## src/rtl/fsh_pkg.sv

```systemverilog
// Package: shared widths and the flag bundle of the funnel right shifter.
// Assumes: a 32-bit machine word with a 16-bit narrow mode.
package fsh_pkg;

    localparam int unsigned FSH_DATA_W = 32;
    localparam int unsigned FSH_HALF_W = 16;
    localparam int unsigned FSH_CNT_W  = 8;
    localparam int unsigned FSH_PAR_W  = 8;

    // Arithmetic flags carried as one bundle through the unit.
    typedef struct packed {
        logic cf;
        logic sf;
        logic zf;
        logic pf;
        logic ovf;
        logic aux;
    } fsh_flags_t;

endpackage

```

## src/rtl/fsh_count_decode.sv

```systemverilog
// Count decoder: reduces the raw count to the effective shift amount and
// classifies it as zero, valid, or too large for the selected width.
// Assumes: DATA_W is a power of two and HALF_W is DATA_W/2.
module fsh_count_decode #(
    parameter int unsigned CNT_W  = fsh_pkg::FSH_CNT_W,
    parameter int unsigned DATA_W = fsh_pkg::FSH_DATA_W,
    parameter int unsigned HALF_W = fsh_pkg::FSH_HALF_W,
    localparam int unsigned SH_W  = $clog2(DATA_W)
) (
    input  logic [CNT_W-1:0] count_i,
    input  logic             wide_i,
    output logic [SH_W-1:0]  amt_o,
    output logic             zero_o,
    output logic             oversize_o
);

    logic unused_cnt_hi;

    // Modulo reduction: keep only the low bits of the count.
    always_comb begin
        amt_o         = count_i[SH_W-1:0];
        unused_cnt_hi = ^count_i[CNT_W-1:SH_W];
    end

    // Classification of the effective amount against the operand width.
    always_comb begin
        zero_o     = (amt_o == '0);
        oversize_o = !wide_i && (amt_o >= SH_W'(HALF_W));
    end

endmodule

```

## src/rtl/fsh_funnel.sv

```systemverilog
// Funnel core: forms both the 32-bit and the 16-bit right-funnel results
// and the bit shifted out last; the caller picks one by width.
// Assumes: amt_i is nonzero and below the width whenever the outputs are used.
module fsh_funnel #(
    parameter int unsigned DATA_W = fsh_pkg::FSH_DATA_W,
    parameter int unsigned HALF_W = fsh_pkg::FSH_HALF_W,
    localparam int unsigned SH_W  = $clog2(DATA_W),
    localparam int unsigned WI_W  = SH_W + 1
) (
    input  logic [DATA_W-1:0] dst_i,
    input  logic [DATA_W-1:0] fill_i,
    input  logic [SH_W-1:0]   amt_i,
    input  logic              wide_i,
    output logic [DATA_W-1:0] res_o,
    output logic              cout_o
);

    logic [2*DATA_W-1:0] cat_wide;
    logic [2*HALF_W-1:0] cat_narrow;
    logic [DATA_W-1:0]   res_wide;
    logic [HALF_W-1:0]   res_narrow;

    // Join fill above destination for both widths.
    always_comb begin
        cat_wide   = {fill_i, dst_i};
        cat_narrow = {fill_i[HALF_W-1:0], dst_i[HALF_W-1:0]};
    end

    // One selector per result bit, 32-bit window.
    for (genvar g = 0; g < DATA_W; g++) begin : g_wide
        logic [WI_W-1:0] idx;
        always_comb begin
            idx         = WI_W'(g) + WI_W'(amt_i);
            res_wide[g] = cat_wide[idx];
        end
    end

    // One selector per result bit, 16-bit window (index wraps harmlessly
    // when the amount is out of range; that result is discarded).
    for (genvar g = 0; g < HALF_W; g++) begin : g_narrow
        logic [SH_W-1:0] idx;
        always_comb begin
            idx           = SH_W'(g) + amt_i;
            res_narrow[g] = cat_narrow[idx];
        end
    end

    // Width select; narrow mode keeps the upper destination half.
    always_comb begin
        if (wide_i) res_o = res_wide;
        else        res_o = {dst_i[DATA_W-1:HALF_W], res_narrow};
    end

    // Last bit shifted out is destination bit amt-1.
    always_comb begin
        cout_o = dst_i[amt_i - 1'b1];
    end

endmodule

```

## src/rtl/fsh_flag_gen.sv

```systemverilog
// Result flags: sign and zero at the selected width, parity of the low byte.
// Assumes: HALF_W and PAR_W do not exceed DATA_W.
module fsh_flag_gen #(
    parameter int unsigned DATA_W = fsh_pkg::FSH_DATA_W,
    parameter int unsigned HALF_W = fsh_pkg::FSH_HALF_W,
    parameter int unsigned PAR_W  = fsh_pkg::FSH_PAR_W
) (
    input  logic [DATA_W-1:0] res_i,
    input  logic              wide_i,
    output logic              sf_o,
    output logic              zf_o,
    output logic              pf_o
);

    // Sign and zero follow the operand width; parity is even-ones.
    always_comb begin
        sf_o = wide_i ? res_i[DATA_W-1] : res_i[HALF_W-1];
        zf_o = wide_i ? (res_i == '0) : (res_i[HALF_W-1:0] == '0);
        pf_o = ~^res_i[PAR_W-1:0];
    end

endmodule

```

## src/rtl/fsh_funnel_right.sv

```systemverilog
// Top: double-width funnel right shifter with registered outputs.
// Picks between the shifted result and a pass-through of destination and
// flags, and registers result, flags, write-enable and the undefined status.
// Assumes: inputs are stable around each rising edge; reset is synchronous.
module fsh_funnel_right
    import fsh_pkg::*;
#(
    parameter int unsigned DATA_W = FSH_DATA_W,
    parameter int unsigned HALF_W = FSH_HALF_W,
    parameter int unsigned CNT_W  = FSH_CNT_W,
    localparam int unsigned SH_W  = $clog2(DATA_W)
) (
    input  logic              clk,
    input  logic              rst_n,
    input  logic [DATA_W-1:0] dst_i,
    input  logic [DATA_W-1:0] fill_i,
    input  logic [CNT_W-1:0]  count_i,
    input  logic              wide_i,
    input  logic              cf_i,
    input  logic              sf_i,
    input  logic              zf_i,
    input  logic              pf_i,
    input  logic              of_i,
    input  logic              af_i,
    output logic [DATA_W-1:0] res_o,
    output logic              cf_o,
    output logic              sf_o,
    output logic              zf_o,
    output logic              pf_o,
    output logic              of_o,
    output logic              af_o,
    output logic              flag_we_o,
    output logic              undef_o
);

    logic [SH_W-1:0]   amt;
    logic              amt_zero;
    logic              amt_big;
    logic [DATA_W-1:0] shifted;
    logic              shift_cout;
    logic              new_sf, new_zf, new_pf;
    fsh_flags_t        flags_in, flags_nxt, flags_q;
    logic [DATA_W-1:0] res_nxt, res_q;
    logic              we_q, undef_q;

    fsh_count_decode #(.CNT_W(CNT_W), .DATA_W(DATA_W), .HALF_W(HALF_W)) u_dec (
        .count_i    (count_i),
        .wide_i     (wide_i),
        .amt_o      (amt),
        .zero_o     (amt_zero),
        .oversize_o (amt_big)
    );

    fsh_funnel #(.DATA_W(DATA_W), .HALF_W(HALF_W)) u_core (
        .dst_i  (dst_i),
        .fill_i (fill_i),
        .amt_i  (amt),
        .wide_i (wide_i),
        .res_o  (shifted),
        .cout_o (shift_cout)
    );

    fsh_flag_gen #(.DATA_W(DATA_W), .HALF_W(HALF_W)) u_flags (
        .res_i  (shifted),
        .wide_i (wide_i),
        .sf_o   (new_sf),
        .zf_o   (new_zf),
        .pf_o   (new_pf)
    );

    // Bundle the incoming flags.
    always_comb begin
        flags_in = '{cf: cf_i, sf: sf_i, zf: zf_i, pf: pf_i, ovf: of_i, aux: af_i};
    end

    // Choose pass-through for no-op and oversize counts, else the shift.
    always_comb begin
        if (amt_zero || amt_big) begin
            res_nxt   = dst_i;
            flags_nxt = flags_in;
        end else begin
            res_nxt   = shifted;
            flags_nxt = '{cf: shift_cout, sf: new_sf, zf: new_zf, pf: new_pf,
                          ovf: of_i, aux: af_i};
        end
    end

    // Output register stage with synchronous active-low reset.
    always_ff @(posedge clk) begin
        if (!rst_n) begin
            res_q   <= '0;
            flags_q <= '0;
            we_q    <= 1'b0;
            undef_q <= 1'b0;
        end else begin
            res_q   <= res_nxt;
            flags_q <= flags_nxt;
            we_q    <= !amt_zero;
            undef_q <= amt_big;
        end
    end

    // Drive the ports from the registers.
    always_comb begin
        res_o     = res_q;
        cf_o      = flags_q.cf;
        sf_o      = flags_q.sf;
        zf_o      = flags_q.zf;
        pf_o      = flags_q.pf;
        of_o      = flags_q.ovf;
        af_o      = flags_q.aux;
        flag_we_o = we_q;
        undef_o   = undef_q;
    end

    assert_noop_hold_R2: assert property (@(posedge clk) disable iff (!rst_n)
        (count_i[SH_W-1:0] == '0) |=> (res_o == $past(dst_i) && !flag_we_o && !undef_o
                                      && cf_o == $past(cf_i) && zf_o == $past(zf_i)));

    assert_oversize_R9: assert property (@(posedge clk) disable iff (!rst_n)
        (!wide_i && count_i[SH_W-1]) |=> (undef_o && flag_we_o && res_o == $past(dst_i)
                                         && sf_o == $past(sf_i)));

    assert_narrow_upper_R4: assert property (@(posedge clk) disable iff (!rst_n)
        !wide_i |=> (res_o[DATA_W-1:HALF_W] == $past(dst_i[DATA_W-1:HALF_W])));

    assert_passthru_ovf_aux_R8: assert property (@(posedge clk) disable iff (!rst_n)
        1'b1 |=> (of_o == $past(of_i) && af_o == $past(af_i)));

    assert_we_nonzero_R10: assert property (@(posedge clk) disable iff (!rst_n)
        (count_i[SH_W-1:0] != '0) |=> flag_we_o);

    assert_zero_flag_R6: assert property (@(posedge clk) disable iff (!rst_n)
        (wide_i && count_i[SH_W-1:0] != '0) |=> (zf_o == (res_o == '0)));

    assert_carry_out_R5: assert property (@(posedge clk) disable iff (!rst_n)
        (wide_i && count_i[SH_W-1:0] == SH_W'(1)) |=> (cf_o == $past(dst_i[0])));

endmodule

```

## config.mk

```make
export PLATFORM = sky130hd
export DESIGN_NAME = fsh_funnel_right
export DESIGN_NICKNAME = d
export VERILOG_FILES = /design/src/rtl/fsh_pkg.sv /design/src/rtl/fsh_count_decode.sv /design/src/rtl/fsh_funnel.sv /design/src/rtl/fsh_flag_gen.sv /design/src/rtl/fsh_funnel_right.sv
export SDC_FILE = /design/constraint.sdc
export NUM_CORES = 1
export LEC_CHECK = 0
export BUFFER_PORTS_ARGS = -buffer_cell sky130_fd_sc_hd__clkbuf_2
export CAP_MARGIN = 20
export CORE_ASPECT_RATIO = 1.75
export CORE_UTILIZATION = 43
export CTS_CLUSTER_SIZE = 28
export DETAILED_ROUTE_END_ITERATION = 16
export PLACE_DENSITY = 0.67
export SYNTH_ARGS = -nofsm -noshare
export SYNTH_HDL_FRONTEND = slang
export SYNTH_SLANG_ARGS = --single-unit
```

## constraint.sdc

```tcl
create_clock -name clk -period 6.47 [get_ports clk]
set_clock_uncertainty 0.2 [all_clocks]
set_input_delay 0.647 -clock clk [delete_from_list [all_inputs] [get_ports clk]]
set_output_delay 0.647 -clock clk [all_outputs]
set_load 0.02 [all_outputs]
```

==> results of run 1 <==
[per-stage QoR]
stage	instances	util (%)
2_1_floorplan	970	-
3_3_place_gp	1327	47.31
3_5_place_dp	1327	47.31
4_1_cts	1335	47.96
5_1_grt	1335	47.96
6_report	1335	47.96
[path summary, 6_finish.rpt]
path,to,startpoint,slack [ps],depth (start not counted)
max,zf_o,count_i[2],1360,16
min,af_o,af_i,380,2
[final cells by class]
| cell class | instances | area, um2 | area share [%] |
|---|---|---|---|
| repair buffers | 149 | 847.1 | 8.002 |
| inverters | 20 | 75.07 | 0.7092 |
| well taps | 296 | 370.4 | 3.499 |
| multi-input cells | 822 | 8348 | 78.86 |
| clock buffers | 5 | 125.1 | 1.182 |
| clock inverters | 3 | 18.77 | 0.1773 |
| flip-flops and latches | 40 | 800.8 | 7.565 |
[cell usage in the layout, fill, tap and decap left out, types with 11 or more instances in the layout]
master / synthesis / final
sky130_fd_sc_hd__nor3_1: 15 / 15
sky130_fd_sc_hd__clkbuf_2: 0 / 115
sky130_fd_sc_hd__o21ai_0: 36 / 35
sky130_fd_sc_hd__mux4_2: 152 / 152
sky130_fd_sc_hd__a31oi_1: 12 / 12
sky130_fd_sc_hd__nand2_1: 106 / 106
sky130_fd_sc_hd__mux2i_1: 104 / 104
sky130_fd_sc_hd__nor2_1: 48 / 48
sky130_fd_sc_hd__inv_1: 16 / 16
sky130_fd_sc_hd__dfxtp_1: 40 / 40
sky130_fd_sc_hd__mux2_1: 35 / 35
sky130_fd_sc_hd__ha_1: 24 / 24
sky130_fd_sc_hd__nand3_1: 26 / 26
sky130_fd_sc_hd__o211ai_1: 11 / 11
sky130_fd_sc_hd__buf_4: 6 / 32
sky130_fd_sc_hd__and2_1: 19 / 19
sky130_fd_sc_hd__xnor2_1: 29 / 28
sky130_fd_sc_hd__a21oi_1: 36 / 36
sky130_fd_sc_hd__nor2b_1: 14 / 14
sky130_fd_sc_hd__mux2_2: 26 / 26
[kinds of logic after synthesis]
logic type | after synthesis
AND/OR/NAND/NOR | 264
flip-flops | 40
multiplexers | 321
XOR/XNOR | 34
AO/OA/AOI/OAI | 179
buffers and inverters | 108
adder cells (fa/ha/maj) | 24
[per-layer routing]
metal	vias up	track usage (%)	share of wire, %
met2	646	55.46	49
met5	-	0	0
met4	0	29.17	11
li1	3986	-	-
met3	198	4.811	8.0
met1	4551	36.95	32
[worst max-delay path: cells and delay by family]
kind | cells | cell delay (ps)
AO/OA/AOI/OAI | 6 | 1180
XOR/XNOR | 1 | 740
adder cells (fa/ha/maj) | 2 | 620
buffers and inverters | 2 | 460
multiplexers | 2 | 910
AND/OR/NAND/NOR | 3 | 560
[registers in the layout (all words and copies together) (netlist names)]
register / cells
res_o: 32
af_o: 1
cf_o: 1
flag_we_o: 1
of_o: 1
pf_o: 1
sf_o: 1
undef_o: 1
zf_o: 1
[where the power goes]
| part | internal, mW | total [mW] | leakage, nW | switching (mW) |
|---|---|---|---|---|
| clock | 0.142 | 0.235 | 0.0736 | 0.0932 |
| combinational | 0.529 | 1.22 | 3.83 | 0.693 |
| sequential | 0.276 | 0.283 | 0.333 | 0.00754 |
==> impl_results.md, run 1 <==
* Outcome: finished, final reports clean
* Setup-failing EPs final at 0
* Die Area at about 0.023 mm2
* Total vias in the final route at 9,381
* Top post-synthesis cells by count: sky130_fd_sc_hd__mux4_2, sky130_fd_sc_hd__nand2_1, sky130_fd_sc_hd__mux2i_1
* Warnings from Yosys at 0
* Finished layout cell area at ~0.011 mm2
* Die width at 115.3 um
* Delay of the slowest critical-path stage at around 740 ps
* HPWL reported at the end of detailed placement at just under 30,000 um
* Largest net degree at the start of global routing at 128
* FFs w/ async S/R, synth at 0%
* MaxCap Viol Count at 0
* Resized Gates After CTS at 0
* DRT Wirelength at approximately 38,000 um
* Leading register cell type out of synthesis: sky130_fd_sc_hd__dfxtp_1
* Normalized max-slew margin at 29.91%
* Worst setup slack after layout at 1360 ps
* Die height at 200.2 um
* Standard cell area after detailed placement at ~0.010 mm2
* WP data required at 6480 ps
* Final routed DRC violation total at 0
* CTS HTree Levels at 2
* Crit-path slowest cell: sky130_fd_sc_hd__xnor2_1
* Clk root buf: sky130_fd_sc_hd__clkbuf_16
* Cell type with the highest aggregate area in the netlist: sky130_fd_sc_hd__mux4_2
* Worst slack at placement at about 1200 ps
* Fraction of final layout cells sized beyond drive strength 1 at 33.88%
* Layout Area Growth over Synthesis at 9.671%
* Portion of netlist area occupied by mux cells at between 50 and 60%
* Cells taking the most area after synthesis: sky130_fd_sc_hd__mux4_2, sky130_fd_sc_hd__mux2i_1, sky130_fd_sc_hd__dfxtp_1, sky130_fd_sc_hd__nand2_1, sky130_fd_sc_hd__mux2_1
* Worst min path class: in -> reg
* Number of nets with antenna violations after routing at 0
* CTS tree: yes
* Max-slew violation total from the final report at 0
* Pin slew with the least headroom to its limit at about 1100 ps
* Setup fix buffers added after clock tree synthesis at 0
* Clock input transition at the sequential cells of the worst setup and hold paths at approximately 60 ps
* Leakage power figure at 4.234 nW
* Adder-Cell Fraction of Synth Area at 3.111%
* Total nets after synthesis at between 1k and 1.5k
* Type of the worst setup path: in -> reg
* Post-synthesis simple-gate area fraction at between 10% and 20%
* Final nets at between 1k and 1.5k
* Seq/Total Area, Yosys at under 10%
* Routed vias/inst at ~7
* CP Max Fanout at 31
* Cell Chain, Critical Path: clkbuf_2, buf_4, ha_1, a21oi_1, xnor2_1, mux2_2, mux4_2, o21ai_0, a22o_1, ha_1, nand4_1, or2_1, a2111o_1, nor4_1, o21ai_1, a31oi_1
* Critical Path AT at slightly above 5000 ps
* Power, Total at roughly 1.7 mW
* RSZ-0062 raised after global routing: false
* Gp weighted congestion at just under 1
* Endpoint kind of the worst setup timing path: flop
* Kind of start point of the critical path: primary input
* Dominant combinational cell family by area after synthesis: multiplexers
* Yosys cell types at 74
* Core Area at 0.02207 mm2
* Global-route wire length before repair at roughly 57,000 um
* Number of enable flip-flop cells after synthesis at 0
* Compound-gate portion of the synthesized area at around an eighth
* Power Dens Cells at 164.3 mW/mm2
* Number of sinks driven by the clock tree at 40
* Number of buffers added to fix hold violations after cts at 0
* Number of fillers in the final layout at about 2.1k
* Post-Route Hold Slack at about 380 ps
* Number of antenna repair diodes at 0
* Total I/O pin count at 121
* Standard-cell row count at 72
* Detail-routed net length per standard cell at roughly 28 um
* Maximum resistive drop on vdd at around 100 uV
* 1st-pass router iterations at 5
* Period utilization at 78.98%
* Starting density of the core at between 40% and 50%
* Maximum clock frequency at around 200 MHz
* Combined area of all synthesized cells at 0.009652 mm2
* Gate Count Post-Synth at a little under 1k
* Final global-route overflow total at 0
* Post-synthesis average cell area at 9.950 um2
* Clock buffer depth at 2
* Port-buffer cells at 117
* Final TNS setup at 0 ps
* Total global routing track utilization at 33.53%
* Total clock buffers created by CTS at 5
* Post-synthesis register bit count at 40
* Synth Area in XOR/XNOR at under 10%
* Cell with the most instances after synthesis: sky130_fd_sc_hd__mux4_2
* Minimum clock period at about 5100 ps
* Number of DRC markers after the initial detailed-route iteration at ~1k
* Hold Fails Final Rpt at 0
* Antenna violations before repair at 0
* Number of global-route vias before repair at a little over 9k
* Area share of the largest cell type after synthesis at between 30 and 40%
* Most used cell, CP: sky130_fd_sc_hd__ha_1
No activity file was read; power rests on OpenSTA's default activity.
==> inputs of run 2 (changes only) <==
Clock period 6.47 ns to 4.8 ns, I/O delays scaled along.
==> impl_results.md, run 2 (synthesized netlist as in run 1, its figures left out) <==
* Number of DRC markers after the initial detailed-route iteration at ~1.1k
* Clock input transition at the sequential cells of the worst setup and hold paths at roughly 50 ps
* Cell Chain, Critical Path: buf_6, inv_1, ha_1, buf_12, mux4_2, mux4_2, mux2i_1, a2bb2oi_2, nand2_1, or4b_1, or4_1, a31oi_1
* Top delay family on crit path: multiplexers
* Setup fix buffers added after clock tree synthesis at 0
* Layout Area Growth over Synthesis at 13.88%
* Commonest cells after routing, fill and taps aside: sky130_fd_sc_hd__mux4_2, sky130_fd_sc_hd__clkbuf_2, sky130_fd_sc_hd__nand2_1
* CP Max Fanout at 16
* Internal Power at approximately 1.4 mW
* Global-route wire length before repair at between 50,000 and 60,000 um
* Max-slew violation total from the final report at 0
* Sequential cell fraction of total power at 15.5%
* Net load switching power at ~1.1 mW
* Delay of the slowest critical-path stage at roughly 540 ps
* Total vias in the final route at roughly 9.6k
* Resized Gates After CTS at 0
* Leakage power figure at approximately 4.5 nW
* Final TNS setup at 0 ps
* RSZ-0062 raised after global routing: false
* Clk root buf: sky130_fd_sc_hd__clkbuf_16
* Maximum clock frequency at 219.2 MHz
* Type of the worst setup path: in -> reg
* Final nets at around 1.2k
* Antenna violations before repair at 1
* MaxCap Viol Count at 0
* Fraction of final layout cells sized beyond drive strength 1 at 36.19%
* Normalized max-slew margin at about a quarter
* Largest net degree at the start of global routing at between 60 and 70
* Maximum resistive drop on vdd at between 200 and 250 uV
* Bufs and invs on worst path at 3
* Startpoint of the worst hold path: af_i
* Crit-path slowest cell: sky130_fd_sc_hd__or4b_1
* Gp weighted congestion at roughly 1.0
* CTS HTree Levels at 2
* Starting density of the core at between 40% and 50%
* CTS tree: yes
* Worst hold path endpoint: af_o
* Number of global-route vias before repair at around 9.5k
* DRT Wirelength at between 30,000 and 40,000 um
* Max FFs per register at 32
* Routed vias/inst at between 7 and 8
* Die Area at approximately 0.023 mm2
* Worst setup startpoint: count_i[1]
* Kind of start point of the critical path: primary input
* Pin slew with the least headroom to its limit at about 1100 ps
* Number of buffers added to fix hold violations after cts at 0
* Placed cell count at approximately 1.4k
* Outcome: finished, final reports clean
* Gate power share at 69.3%
* Period utilization at between 90% and 100%
* Most frequent standard cell in the layout excluding fill and tap cells: sky130_fd_sc_hd__mux4_2
* WP data required at approximately 4800 ps
* Minimum clock period at between 4000 and 5000 ps
* Standard-cell row count at 72
* Most used cell, CP: sky130_fd_sc_hd__mux4_2
* Depth of the worst hold-timing path at 2
* Die height at between 200 and 250 um
* Final global-route overflow total at 0
* 1st-pass router iterations at 8
* Port-buffer cells at about 120
* Critical Path AT at 4570 ps
* Finished layout cell area at 0.01099 mm2
* Core Area at 0.02207 mm2
* Sw Ratio at ~44%
* Endpoint kind of the worst setup timing path: flop
* Worst min path class: in -> reg
* Clock power frac at between 10% and 20%
* Clock buffer depth at 2
* HPWL reported at the end of detailed placement at between 30,000 and 40,000 um
* Standard cell area after detailed placement at 0.01082 mm2
* Hold Fails Final Rpt at 0
* Total clock buffers created by CTS at 5
* Total I/O pin count at around 120
* Post-Route Hold Slack at approximately 210 ps
* Number of nets with antenna violations after routing at 0
* Number of sinks driven by the clock tree at 40
* Final routed DRC violation total at 0
* Die width at around 120 um
* Final instance count without filler cells at 1,372
* Detail-routed net length per standard cell at 28.76 um
* Total global routing track utilization at about a third
* Power Dens Cells at ~220 mW/mm2
* Setup-failing EPs final at 0
run 2: cell type report:
type,instances,area [um2]
timing repair buffer,185,1205
clock inverter,3,46.29
multi-input combinational,822,8367
sequential,40,800.8
clock buffer,5,125.1
inverter,20,75.07
fill,2054,11080
antenna,1,2.502
tap,296,370.4
run 2: power groups by stage:
stage          Sequential (mW)  Clock, mW  Combinational, mW
2_1_floorplan            0.439          0               1.08
3_3_place_gp             0.388          0               1.63
3_5_place_dp             0.389          0               1.65
4_1_cts                  0.381      0.380               1.66
5_1_grt                  0.386      0.403               1.80
6_report                 0.381      0.376               1.71
run 2: how the worst max path moves through the flow:
stage          endpoint  slack, ps  depth (start not counted)
2_1_floorplan      zf_o         40                         22
3_3_place_gp       zf_o        180                         16
3_5_place_dp       zf_o        130                         16
4_1_cts            zf_o        410                         16
5_1_grt            zf_o         50                         13
6_report           zf_o        240                         12
run 2: per-layer routing:
metal | wire length [um] | vias up | GRT usage (%) | share of wire [%]
li1 | - | 4057 | - | -
met1 | 12490 | 4624 | 39.09 | 32
met2 | 18630 | 714 | 55.49 | 47
met3 | 3950 | 218 | 7.050 | 10
met4 | 4391 | 0 | 31.17 | 11
met5 | 0 | - | 0 | 0
run 2: metrics by stage:
step,total power [mW],utilization (%),setup WS [ps]
6_report,2.464,49.80,238.1
5_1_grt,2.588,49.80,49.03
4_1_cts,2.422,49.79,410.2
3_5_place_dp,2.042,49.01,128.5
3_3_place_gp,2.020,49.01,182.2
2_1_floorplan,1.523,-,40.90
